[src/rtl/i2cr_pkg.sv]
package i2cr_pkg;
  localparam int BYTE_W = 8;
  localparam int STRAP_W = 2;
  localparam logic [4:0] ID_PREFIX = 5'b10100;

  typedef enum logic [2:0] {
    PH_IDLE,
    PH_ID,
    PH_ADDR,
    PH_WDATA,
    PH_RDATA,
    PH_SKIP
  } phase_t;
endpackage

[src/rtl/i2cr_filter.sv]
module i2cr_filter #(
  parameter int SYNC_STAGES = 2,
  parameter int FILT_LEN    = 7
) (
  input  logic clk,
  input  logic rst_n,
  input  logic din,
  output logic dout
);
  localparam int CW = $clog2(FILT_LEN + 1);

  logic [SYNC_STAGES-1:0] sync_q;
  logic [CW-1:0]          cnt_q, cnt_d;
  logic                   out_q, out_d;

  always_comb begin
    cnt_d = cnt_q;
    out_d = out_q;
    if (sync_q[SYNC_STAGES-1] == out_q) begin
      cnt_d = '0;
    end else if (cnt_q == CW'(FILT_LEN - 1)) begin
      cnt_d = '0;
      out_d = sync_q[SYNC_STAGES-1];
    end else begin
      cnt_d = cnt_q + 1'b1;
    end
  end

  always_ff @(posedge clk or negedge rst_n) begin
    if (!rst_n) begin
      sync_q <= '1;
      cnt_q  <= '0;
      out_q  <= 1'b1;
    end else begin
      sync_q <= {sync_q[SYNC_STAGES-2:0], din};
      cnt_q  <= cnt_d;
      out_q  <= out_d;
    end
  end

  assign dout = out_q;
endmodule

[src/rtl/i2cr_cond.sv]
module i2cr_cond (
  input  logic clk,
  input  logic rst_n,
  input  logic scl_f,
  input  logic sda_f,
  output logic scl_rise,
  output logic scl_fall,
  output logic start_det,
  output logic stop_det
);
  logic scl_q, sda_q;

  always_ff @(posedge clk or negedge rst_n) begin
    if (!rst_n) begin
      scl_q <= 1'b1;
      sda_q <= 1'b1;
    end else begin
      scl_q <= scl_f;
      sda_q <= sda_f;
    end
  end

  assign scl_rise  = scl_f & ~scl_q;
  assign scl_fall  = ~scl_f & scl_q;
  assign start_det = scl_f & scl_q & sda_q & ~sda_f;
  assign stop_det  = scl_f & scl_q & ~sda_q & sda_f;
endmodule

[src/rtl/i2cr_fsm.sv]
module i2cr_fsm
  import i2cr_pkg::*;
(
  input  logic                clk,
  input  logic                rst_n,
  input  logic                sda_f,
  input  logic                scl_rise,
  input  logic                scl_fall,
  input  logic                start_det,
  input  logic                stop_det,
  input  logic [STRAP_W-1:0]  strap,
  input  logic [BYTE_W-1:0]   rd_data,
  output logic                sda_oe,
  output logic                wr_en,
  output logic [BYTE_W-1:0]   ptr,
  output logic [BYTE_W-1:0]   rx_byte
);
  phase_t            ph_q, ph_d;
  logic [3:0]        bit_q, bit_d;
  logic [BYTE_W-1:0] rx_q, rx_d;
  logic [BYTE_W-1:0] tx_q, tx_d;
  logic [BYTE_W-1:0] ptr_q, ptr_d;
  logic              oe_q, oe_d;
  logic              wr_q, wr_d;
  logic              mack_q, mack_d;
  logic              id_hit;
  logic              active;

  assign id_hit = (rx_q[7:3] == ID_PREFIX) && (rx_q[2:1] == strap);
  assign active = (ph_q != PH_IDLE) && (ph_q != PH_SKIP);

  always_comb begin
    ph_d   = ph_q;
    bit_d  = bit_q;
    rx_d   = rx_q;
    tx_d   = tx_q;
    ptr_d  = ptr_q;
    oe_d   = oe_q;
    mack_d = mack_q;
    wr_d   = 1'b0;
    if (start_det) begin
      ph_d  = PH_ID;
      bit_d = '0;
      oe_d  = 1'b0;
    end else if (stop_det) begin
      ph_d  = PH_IDLE;
      bit_d = '0;
      oe_d  = 1'b0;
    end else if (active) begin
      if (scl_rise) begin
        if (bit_q < 4'd8) begin
          rx_d  = {rx_q[BYTE_W-2:0], sda_f};
          bit_d = bit_q + 4'd1;
        end else if (bit_q == 4'd8) begin
          bit_d = 4'd9;
          if (ph_q == PH_WDATA) wr_d = 1'b1;
          if (ph_q == PH_RDATA) mack_d = ~sda_f;
        end
      end else if (scl_fall) begin
        if (bit_q == 4'd8) begin
          case (ph_q)
            PH_ID:    if (id_hit) oe_d = 1'b1; else ph_d = PH_SKIP;
            PH_ADDR,
            PH_WDATA: oe_d = 1'b1;
            default:  oe_d = 1'b0;
          endcase
        end else if (bit_q == 4'd9) begin
          bit_d = '0;
          oe_d  = 1'b0;
          case (ph_q)
            PH_ID: begin
              if (rx_q[0]) begin
                ph_d = PH_RDATA;
                tx_d = rd_data;
                oe_d = ~rd_data[BYTE_W-1];
              end else begin
                ph_d = PH_ADDR;
              end
            end
            PH_ADDR: begin
              ptr_d = rx_q;
              ph_d  = PH_WDATA;
            end
            PH_RDATA: begin
              if (mack_q) begin
                tx_d = rd_data;
                oe_d = ~rd_data[BYTE_W-1];
              end else begin
                ph_d = PH_SKIP;
              end
            end
            default: ph_d = PH_SKIP;
          endcase
        end else if ((ph_q == PH_RDATA) && (bit_q != 4'd0)) begin
          tx_d = {tx_q[BYTE_W-2:0], 1'b0};
          oe_d = ~tx_q[BYTE_W-2];
        end
      end
    end
  end

  always_ff @(posedge clk or negedge rst_n) begin
    if (!rst_n) begin
      ph_q   <= PH_IDLE;
      bit_q  <= '0;
      rx_q   <= '0;
      tx_q   <= '0;
      ptr_q  <= '0;
      oe_q   <= 1'b0;
      wr_q   <= 1'b0;
      mack_q <= 1'b0;
    end else begin
      ph_q   <= ph_d;
      bit_q  <= bit_d;
      rx_q   <= rx_d;
      tx_q   <= tx_d;
      ptr_q  <= ptr_d;
      oe_q   <= oe_d;
      wr_q   <= wr_d;
      mack_q <= mack_d;
    end
  end

  assign sda_oe  = oe_q;
  assign wr_en   = wr_q;
  assign ptr     = ptr_q;
  assign rx_byte = rx_q;
endmodule

[src/rtl/i2cr_target.sv]
module i2cr_target
  import i2cr_pkg::*;
#(
  parameter int SYNC_STAGES = 2,
  parameter int FILT_LEN    = 7
) (
  input  logic               clk,
  input  logic               rst_n,
  input  logic               scl_i,
  input  logic               sda_i,
  input  logic [STRAP_W-1:0] strap,
  output logic               sda_oe,
  output logic               reg_wr_en,
  output logic [BYTE_W-1:0]  reg_wr_addr,
  output logic [BYTE_W-1:0]  reg_wr_data,
  output logic [BYTE_W-1:0]  reg_rd_addr,
  input  logic [BYTE_W-1:0]  reg_rd_data
);
  localparam int NLINES = 2;

  logic [NLINES-1:0] line_raw, line_f;
  logic scl_f, sda_f;
  logic scl_rise, scl_fall, start_det, stop_det;
  logic [BYTE_W-1:0] ptr, rx_byte;

  assign line_raw = {scl_i, sda_i};

  for (genvar g = 0; g < NLINES; g++) begin : g_line
    i2cr_filter #(.SYNC_STAGES(SYNC_STAGES), .FILT_LEN(FILT_LEN)) u_filt (
      .clk  (clk),
      .rst_n(rst_n),
      .din  (line_raw[g]),
      .dout (line_f[g])
    );
  end

  assign scl_f = line_f[1];
  assign sda_f = line_f[0];

  i2cr_cond u_cond (
    .clk      (clk),
    .rst_n    (rst_n),
    .scl_f    (scl_f),
    .sda_f    (sda_f),
    .scl_rise (scl_rise),
    .scl_fall (scl_fall),
    .start_det(start_det),
    .stop_det (stop_det)
  );

  i2cr_fsm u_fsm (
    .clk      (clk),
    .rst_n    (rst_n),
    .sda_f    (sda_f),
    .scl_rise (scl_rise),
    .scl_fall (scl_fall),
    .start_det(start_det),
    .stop_det (stop_det),
    .strap    (strap),
    .rd_data  (reg_rd_data),
    .sda_oe   (sda_oe),
    .wr_en    (reg_wr_en),
    .ptr      (ptr),
    .rx_byte  (rx_byte)
  );

  assign reg_wr_addr = ptr;
  assign reg_wr_data = rx_byte;
  assign reg_rd_addr = ptr;
endmodule

[config.mk]
export PLATFORM = sky130hd
export DESIGN_NAME = i2cr_target
export DESIGN_NICKNAME = d
export VERILOG_FILES = /design/src/rtl/i2cr_pkg.sv /design/src/rtl/i2cr_filter.sv /design/src/rtl/i2cr_cond.sv /design/src/rtl/i2cr_fsm.sv /design/src/rtl/i2cr_target.sv
export SDC_FILE = /design/constraint.sdc
export NUM_CORES = 1
export LEC_CHECK = 0
export ABC_AREA = 1
export BUFFER_PORTS_ARGS = -buffer_cell sky130_fd_sc_hd__buf_2
export CORE_UTILIZATION = 35
export CTS_CLUSTER_SIZE = 25
export DETAILED_ROUTE_END_ITERATION = 10
export GPL_TIMING_DRIVEN = 1
export PLACE_DENSITY = 0.5
export SLEW_MARGIN = 20
export SYNTH_ARGS = -nofsm -noshare
export SYNTH_HDL_FRONTEND = slang
export SYNTH_SLANG_ARGS = --single-unit
[constraint.sdc]
create_clock -name clk -period 5.3 [get_ports clk]
set_clock_uncertainty 0.15 [all_clocks]
set_input_delay 1.06 -clock clk [delete_from_list [all_inputs] [get_ports clk]]
set_output_delay 1.06 -clock clk [all_outputs]
set_load 0.03 [all_outputs]
==> impl_metrics.csv, run 1 <==
group,metric,value,unit
critical_path,path_class,"flop to primary output",
grt,grt_antenna_before_repair,0,
synth,yosysSeqAreaShare,0.448,
synth,yosys.area.top_type_share,0.369,
finish,synthToLayoutAreaGrowth,12.2,%
routing,viasPerCell,4.57,
routing,num_vias,2100,
routing,dr.pass1.iters,4,
power_and_ir_drop,powerDensity,310,nW/um^2
timing,rsz0062_at_grt,"false",
power_and_ir_drop,swShare,0.352,
power_and_ir_drop,ir_drop,0.150,mV
synth,synthTopCellsByCount,"nand2_1, dfrtp_1, inv_1",
die,dieArea,7910,um^2
critical_path,required,4.09,ns
power_and_ir_drop,p_leak,1.66,nW
run,drv_cap,0,
clock_tree,post_cts_resized,0,
synth,yosysMostFrequentCell,"nand2_1",
synth,synth_largest_area_cell,"dfrtp_1",
synth,synth_nets,344,
synth,synth_top_family_by_area,"simple AND/OR/NAND/NOR gates",
synth,async_flop_share,1.00,
die,die-height,88.9,um
critical_path,startpoint_type,"flop",
synth,synth_area,2650,um^2
critical_path,critPathMaxFanout,5,
synth,yosysWarnings,0,
timing,fin_crit,2.22,ns
critical_path,path_delay_family,"flip-flops",
finish,fill_cells,783,
synth,ys_types,33,
power_and_ir_drop,p_seq_frac,0.499,
critical_path,cpPeakStageDelay,0.47,ns
die,fp-row-count,31,
routing,wire_per_inst,11.4,um
synth,synth_ff_type,"dfrtp_1",
power_and_ir_drop,p_switching,0.324,mW
synth,ys_ff_latch,47,
routing,drt_iter0_drc,133,
die,start_util,0.363,
timing,max_slew_margin,0.601,
clock_tree,clkSlewWorstSetupHoldPaths,0.08,ns
routing,final_antenna_net_count,0,
synth,synth_compound_area_frac,0.0577,
critical_path,worst-path-buf-inv,1,
synth,synthMuxAreaShare,0,
clock_tree,htree_levels,2,
status,status,"finished clean",
routing,drt_wl_total,5240,um
placed_design,dp_hpwl,3780,um
timing,finalSetupTns,0,ns
clock_tree,cts_root_buf,"clkbuf_8",
timing,max_slew.worst_pin.slew,0.598,ns
timing,finalCritPeriodShare,0.420,
critical_path,cp_slowest_cell,"dfrtp_1",
clock_tree,insertion_delay,0.30,ns
clock_tree,cts_tree,"yes",
synth,synth.area.top_cells,"dfrtp_1, nand2_1, dfstp_2",
grt,grt_pass1_vias,1964,
clock_tree,clk_path_buf_depth,2,
grt,track_usage,0.147,
power_and_ir_drop,clockPowerShare,0.232,
timing,final_max_slew_viol_count,0,
grt,overflow,0,
placed_design,pre_cts_ws,3.20,ns
finish,multi_input_area,1240,um^2
grt,grt_pass1_wl,8950,um
timing,worst_slack,3.08,ns
finish,drive_gt1_frac,0.249,
hold_path,hold_class,"flop to flop",
die,num_io_pins,40,
timing,timing.fmax,0.450,GHz
finish,n_antenna_cell,0,
routing,drc,0,
finish,nets,380,
finish,regArea,1190,um^2
timing,finalSetupViolations,0,
die,coreArea,7290,um^2
critical_path,arrival,1.01,ns
power_and_ir_drop,p_int,0.596,mW
timing,final_hold_viol_count,0,
critical_path,cp-end-kind,"primary output",
power_and_ir_drop,comb_power_share,0.269,
grt,grt_max_degree,48,
die,fp.dieW,88.9,um
synth,synthSimpleGateAreaFrac,0.373,
clock_tree,cts.sinks,47,
synth,post_synth_fa_ha_maj_area_fraction,0.0284,
clock_tree,cts_setup_buffers,0,
critical_path,crit_chain,"buf_2",
clock_tree,hold_buffers,0,
synth,synth_xor_area_frac,0.00993,
clock_tree,cts_buffers,5,
placed_design,io_buffers,39,
synth,avgSynthCellArea,8.16,um^2
placed_design,routabilityCongestion,0.827,
synth,netlist_instances,324,
synth,synth_edf_count,0,
[power by group through the flow]
stage,sequential (mW),clock (mW),combinational (mW)
2_1_floorplan,0.472,0,0.179
3_3_place_gp,0.466,0,0.249
3_5_place_dp,0.467,0,0.250
4_1_cts,0.460,0.226,0.251
5_1_grt,0.467,0.237,0.282
6_report,0.459,0.213,0.247
[cell families after synthesis]
logic type / Yosys count
xor gates and xnor gates: 3
DFF: 47
and+or+nand+nor: 199
buffers and inverters: 45
adders and majority gates: 6
AOI/OAI and AO/OA: 24
[layout by cell type (no fill, tap or decap), drive strengths merged, types with 2 or more instances in the layout]
| cell | n |
|---|---|
| dfrtp | 39 |
| inv | 34 |
| buf | 40 |
| a21oi | 11 |
| ha | 6 |
| nor3 | 4 |
| or2 | 2 |
| o21ai | 8 |
| nand2 | 129 |
| dfstp | 8 |
| xnor2 | 2 |
| nand3 | 22 |
| nand4 | 10 |
| clkbuf | 6 |
| nor2 | 31 |
[metal layers]
layer,GRT usage,share of wire
met1,0.189,0.50
met2,0.247,0.44
met3,0.0295,0.043
met4,0.0519,0.015
met5,0,0
[metrics by stage]
step           instances   util  hold slack (ns)  power, mW  area [um^2]
6_report             460  0.407            0.209      0.919         2970
5_1_grt              460  0.407            0.215      0.986         2970
2_1_floorplan        324      -            0.195      0.651         2650
3_5_place_dp         452  0.395            0.197      0.717         2880
3_3_place_gp         452  0.395            0.196      0.715         2880
4_1_cts              460  0.407            0.211      0.936         2970
[worst register-to-register path: cells and delay by family, from the launching register on]
kind                     cells  cell delay (ns)
buffers and inverters        2             0.17
flip-flops                   1             0.58
AND/OR/NAND/NOR              7             0.77
adder cells (fa/ha/maj)      1             0.21
[sequential cells by signal, indices dropped and copies added, names as in the netlist]
register	flops
u_fsm.ptr	8
u_fsm.rx_byte	8
u_fsm.tx_q	7
g_line.u_filt.cnt_q	6
g_line.u_filt.sync_q	4
u_fsm.bit_q	4
u_fsm.ph_q	3
g_line.u_filt.dout	2
u_cond.scl_q	1
u_cond.sda_q	1
u_fsm.mack_q	1
u_fsm.sda_oe	1
u_fsm.wr_en	1
[layout make-up]
class / count / area share
multi-input combinational: 232 / 0.418
clock inverter: 2 / 0.00422
inverter: 34 / 0.0430
tap: 99 / 0.0418
timing repair buffer: 40 / 0.0683
clock buffer: 6 / 0.0245
sequential: 47 / 0.400
[worst paths after layout]
check                                                start  depth (start not counted)                          to  slack [ns]
worst max-delay path                      u_fsm.rx_byte[0]                          1              reg_wr_data[0]        3.08
worst min-delay path            g_line[1].u_filt.sync_q[0]                          0  g_line[1].u_filt.sync_q[1]        0.21
worst max register to register       g_line[1].u_filt.dout                         10               u_fsm.ph_q[1]        3.32
worst min register to register  g_line[1].u_filt.sync_q[0]                          0  g_line[1].u_filt.sync_q[1]        0.21
max in group asynchronous                            rst_n                          2              u_fsm.bit_q[0]        3.90
min in group asynchronous                            rst_n                          2                u_fsm.ptr[7]        0.69
Power figures use the tool's default switching activity.
==> run 2: changes to the inputs <==
ABC_AREA = 0   (was 1)
PLACE_DENSITY = 0.53   (was 0.5)
clock period = 2 ns   (was 5.3 ns; I/O delays follow)
==> run 2 against run 1 <==
Effect of this change: combinational power rose by 64%; register-to-register slack got worse by 3.3 ns; global-route usage rose by 0.10 points; synthesized cell count fell by 36%; sequential share of layout area fell by 3.7 points; first-iteration DRC count fell by 40%; via count fell by 17%; setup slack got worse by 3.0 ns; count of clock-buffer cells in the layout rose by 1; highest routed layer unchanged; core utilization rose by 6.7 points.
==> impl_metrics.csv, run 2 <==
group,metric,value,unit
grt,grt_max_degree,48,
power_and_ir_drop,comb_power_share,0.188,
power_and_ir_drop,p_switching,0.627,mW
routing,final_antenna_net_count,0,
critical_path,crit_chain,"nor2_2, a31oi_1, mux2_4, nor2_8, mux2_4",
synth,synth_edf_count,0,
synth,ys_ff_latch,47,
finish,synthToLayoutAreaGrowth,29.0,%
synth,synthTopCellsByCount,"dfrtp_1, mux2_1, nand2_1",
routing,num_vias,1742,
die,dieArea,7600,um^2
synth,synth_area,2540,um^2
synth,yosysSeqAreaShare,0.467,
clock_tree,cts_buffers,5,
die,num_io_pins,40,
synth,synth.area.top_cells,"dfrtp_1, dfstp_2, mux2_1",
synth,avgSynthCellArea,12.3,um^2
die,die-height,87.2,um
synth,synth_nets,226,
routing,dr.pass1.iters,4,
clock_tree,insertion_delay,0.30,ns
placed_design,routabilityCongestion,0.852,
clock_tree,cts_tree,"yes",
finish,n_antenna_cell,0,
timing,finalCritPeriodShare,0.982,
critical_path,cp_common_cell,"mux2_4",
status,status,"finished clean",
timing,hold_ws,0.0394,ns
finish,fill_cells,649,
critical_path,arrival,2.00,ns
synth,synth_largest_area_cell,"dfrtp_1",
clock_tree,cts.sinks,47,
grt,grt_antenna_before_repair,0,
die,coreArea,6910,um^2
timing,max_slew_margin,0.740,
synth,yosysMostFrequentCell,"dfrtp_1",
timing,finalSetupViolations,0,
clock_tree,htree_levels,2,
routing,drt_wl_total,5090,um
synth,netlist_instances,206,
hold_path,hold_class,"input pin to flop",
finish,drive_gt1_frac,0.525,
timing,worst_slack,0.0362,ns
synth,yosysWarnings,0,
critical_path,required,2.04,ns
grt,overflow,0,
finish,regArea,1190,um^2
die,fp-row-count,30,
run,drv_cap,0,
finish,final_cell_mix,"buf_2, dfrtp_1, buf_4",
timing,final_max_slew_viol_count,0,
clock_tree,clk_path_buf_depth,2,
routing,viasPerCell,4.66,
power_and_ir_drop,p_seq_frac,0.528,
critical_path,startpoint_type,"flop",
placed_design,io_buffers,39,
synth,ys_types,57,
placed_design,dp_hpwl,3610,um
routing,drt_iter0_drc,80,
synth,synth_ff_type,"dfrtp_1",
power_and_ir_drop,clockPowerShare,0.285,
critical_path,cp_slowest_cell,"dfrtp_1",
critical_path,cp-end-kind,"flop",
clock_tree,clkSlewWorstSetupHoldPaths,0.09,ns
timing,timing.fmax,0.509,GHz
die,start_util,0.368,
finish,final_core_util,0.474,
critical_path,r2r_slack,0.04,ns
critical_path,cpPeakStageDelay,0.45,ns
timing,rsz0062_at_grt,"true",
timing,final_hold_viol_count,0,
critical_path,critPathMaxFanout,6,
power_and_ir_drop,swShare,0.291,
finish,nets,297,
grt,grt_pass1_vias,1730,
placed_design,pre_cts_ws,-0.0607,ns
clock_tree,cts_root_buf,"clkbuf_8",
power_and_ir_drop,p_int,1.53,mW
power_and_ir_drop,powerDensity,658,nW/um^2
timing,max_slew.worst_pin.slew,0.386,ns
synth,async_flop_share,1.00,
critical_path,path_class,"flop to flop",
power_and_ir_drop,ir_drop,0.342,mV
timing,fin_crit,1.96,ns
synth,yosys.area.top_type_share,0.384,
grt,track_usage,0.148,
finish,final_common_cell,"buf_2",
routing,drc,0,
power_and_ir_drop,p_leak,1.59,nW
grt,grt_pass1_wl,8520,um
finish,multi_input_area,1330,um^2
routing,wire_per_inst,13.6,um
die,fp.dieW,87.2,um
## run 2: layout make-up
type                       instances  share of cell area
clock inverter                     1             0.00267
multi-input combinational        137               0.406
tap                               96              0.0367
clock buffer                       7              0.0264
sequential                        47               0.363
inverter                           8             0.00917
timing repair buffer              78               0.156
## run 2: metal layers
layer	global-route usage	share of wire	wire [um]	vias to the layer above
met1	0.206	0.50	2520	844
li1	-	-	-	866
met2	0.233	0.47	2370	27
met4	0.0402	0.012	63	0
met3	0.0313	0.026	131	5
met5	0	0	0	-
## run 2: critical path: cells and delay by family (launching register included)
family | cells | cell delay (ns)
AO/OA/AOI/OAI | 1 | 0.18
flip-flops | 1 | 0.45
multiplexers | 2 | 0.66
AND/OR/NAND/NOR | 2 | 0.42
## run 2: kinds of logic (layout without fill, tap and decap cells)
family          Yosys count  in the layout  synth area share
mux                      33             33             0.157
xor+xnor                  6              6            0.0311
flops                    47             47             0.467
fa+ha+maj                 6              6            0.0296
simple gates             54             54             0.141
compound gates           38             38             0.119
buf+inv                  22             94            0.0542
## run 2: path summary, 6_finish.rpt
path	startpoint	cells after the start	to
worst max-delay path	u_fsm.ph_q[0]	5	u_fsm.tx_q[3]
worst min-delay path	sda_i	1	g_line[0].u_filt.sync_q[0]
worst max register to register	u_fsm.ph_q[0]	5	u_fsm.tx_q[3]
worst min register to register	g_line[1].u_filt.sync_q[0]	0	g_line[1].u_filt.sync_q[1]
max in group asynchronous	rst_n	3	u_cond.sda_q
min in group asynchronous	rst_n	3	g_line[0].u_filt.cnt_q[1]
## run 2: what timing repair did
item,in CTS,in global routing
setup endpoints to repair,15,20
buffers inserted,1,2
hold buffers,1,0
hold endpoints to repair,39,0
gates resized for setup,13,17
pin swaps,2,6
## run 2: power by group through the flow
| stage | sequential [mW] | combinational, mW | clock (mW) |
|---|---|---|---|
| 6_report | 1.14 | 0.404 | 0.613 |
| 5_1_grt | 1.15 | 0.455 | 0.674 |
| 4_1_cts | 1.13 | 0.395 | 0.633 |
| 3_5_place_dp | 1.15 | 0.386 | 0 |
| 3_3_place_gp | 1.15 | 0.382 | 0 |
| 2_1_floorplan | 1.15 | 0.232 | 0 |
## run 2: stage by stage
| step | total power, mW | area, um^2 | std cells | TNS, ns |
|---|---|---|---|---|
| after floorplan | 1.38 | 2540 | 206 | 0 |
| after global routing | 2.28 | 3270 | 374 | -0.256 |
| after detailed placement | 1.53 | 3030 | 362 | -0.296 |
| final | 2.15 | 3270 | 374 | 0 |
| after CTS | 2.16 | 3180 | 372 | -0.0383 |
| after global placement | 1.53 | 3030 | 362 | -0.0569 |
==> run 3: changes to the inputs <==
CORE_ASPECT_RATIO = 0.75   (was default)
==> run 3 against run 2 <==
Effect of this change: cell area shrank 0.57%; clock power is 19% higher; highest routed layer unchanged; register-to-register slack about the same.
==> impl_metrics.csv, run 3 (synthesized netlist as in run 2, its figures left out) <==
group,metric,value,unit
routing,drc,0,
finish,final_core_util,0.472,
finish,synthToLayoutAreaGrowth,28.2,%
critical_path,arrival,2.00,ns
critical_path,cp-end-kind,"flop",
routing,final_antenna_net_count,0,
critical_path,required,2.04,ns
clock_tree,clk_path_buf_depth,2,
timing,final_hold_viol_count,0,
die,num_io_pins,40,
critical_path,startpoint_type,"flop",
clock_tree,cts_root_buf,"clkbuf_8",
routing,dr.pass1.iters,4,
die,coreArea,6900,um^2
timing,final_max_slew_viol_count,0,
clock_tree,insertion_delay,0.30,ns
grt,grt_pass1_vias,1676,
routing,drt_wl_total,5060,um
finish,n_antenna_cell,0,
die,start_util,0.368,
clock_tree,cts_tree,"yes",
clock_tree,htree_levels,2,
die,fp-row-count,26,
timing,worst_slack,0.0425,ns
grt,grt_antenna_before_repair,0,
clock_tree,cts.sinks,47,
timing,max_slew.worst_pin.slew,0.373,ns
timing,timing.fmax,0.511,GHz
run,drv_cap,0,
placed_design,routabilityCongestion,0.742,
critical_path,path_class,"flop to flop",
timing,finalSetupTns,0,ns
grt,grt_pass1_wl,8220,um
power_and_ir_drop,p_leak,1.58,nW
routing,drt_iter0_drc,49,
timing,fin_crit,1.96,ns
timing,finalSetupViolations,0,
die,fp.dieW,100,um
critical_path,critPathMaxFanout,6,
status,status,"finished clean",
clock_tree,cts_buffers,5,
finish,final_cell_mix,"dfrtp_1, buf_2, buf_4",
routing,viasPerCell,4.65,
finish,nets,292,
routing,wire_per_inst,13.6,um
hold_path,hold_class,"input pin to flop",
timing,finalCritPeriodShare,0.979,
grt,overflow,0,
placed_design,dp_hpwl,3540,um
timing,hold_ws,0.0397,ns
clock_tree,clkSlewWorstSetupHoldPaths,0.09,ns
power_and_ir_drop,powerDensity,699,nW/um^2
die,die-height,75.8,um
power_and_ir_drop,power,2.28,mW
timing,max_slew_margin,0.749,
grt,track_usage,0.145,
placed_design,io_buffers,39,
die,dieArea,7600,um^2
routing,num_vias,1726,
finish,drive_gt1_frac,0.509,
grt,grt_max_degree,48,
timing,rsz0062_at_grt,"true",
power_and_ir_drop,ir_drop,0.445,mV
placed_design,pre_cts_ws,-0.0472,ns
==> run 3: cell count changes in the layout (fill, tap and decap cells not counted), moves of 2 or more <==
cell	before	now
buf_4	35	31
buf_6	2	0
dfrtp_1	37	39
dfrtp_2	2	0
==> run 3: worst paths after layout <==
check | startpoint | endpoint | slack (ns) | depth (start not counted)
max | u_cond.scl_q | u_fsm.tx_q[6] | 0.04 | 7
min | sda_i | g_line[0].u_filt.sync_q[0] | 0.04 | 1
max reg2reg | u_cond.scl_q | u_fsm.tx_q[6] | 0.04 | 7
min reg2reg | g_line[1].u_filt.sync_q[0] | g_line[1].u_filt.sync_q[1] | 0.21 | 0
max in group asynchronous | rst_n | g_line[1].u_filt.sync_q[0] | 0.97 | 3
min in group asynchronous | rst_n | g_line[0].u_filt.cnt_q[1] | 0.46 | 3
==> run 3: what timing repair did <==
item	4_1_cts	5_1_grt
setup endpoints to repair	15	29
setup buffers	1	2
hold endpoints to repair	39	0
gates resized for setup	6	19
hold buffers	1	0
pin swaps	1	4
==> run 3: power breakdown <==
part           switching, mW  internal (mW)  total (mW)
Combinational          0.220          0.196       0.416
Clock                  0.322          0.405       0.727
Sequential            0.0814           1.05        1.13
Total                  0.623           1.65        2.28
==> run 3: per-layer routing <==
layer	wire, um	up-vias	global-route usage	part of all wire
met1	2730	834	0.213	0.54
met2	2090	28	0.206	0.41
met5	0	-	0	0
li1	-	856	-	-
met4	72	0	0.0483	0.014
met3	172	8	0.0358	0.034
==> run 3: area by class of cell <==
cell class	instances	area, um^2
well taps	98	123
repair buffers	73	478
clock buffers	6	82.6
flip-flops and latches	47	1190
fillers	659	3640
inverters	8	30.0
clock inverters	2	35.0
multi-input cells	137	1320
==> run 3: stage by stage <==
step / cell area, um^2 / std cells
floorplan: 2540 / 206
global placement: 3000 / 359
detailed placement: 3000 / 359
CTS: 3160 / 369
global route: 3260 / 371
finish: 3260 / 371
==> run 3: worst max-delay path, cell delays in order, from the launching register on <==
cell and delay [ns]:
dfstp_2 0.56, inv_2 0.05, ha_4 0.16, nor2b_4 0.13
o21ai_4 0.09, nand3b_4 0.19, nor2_8 0.20, mux2_4 0.32
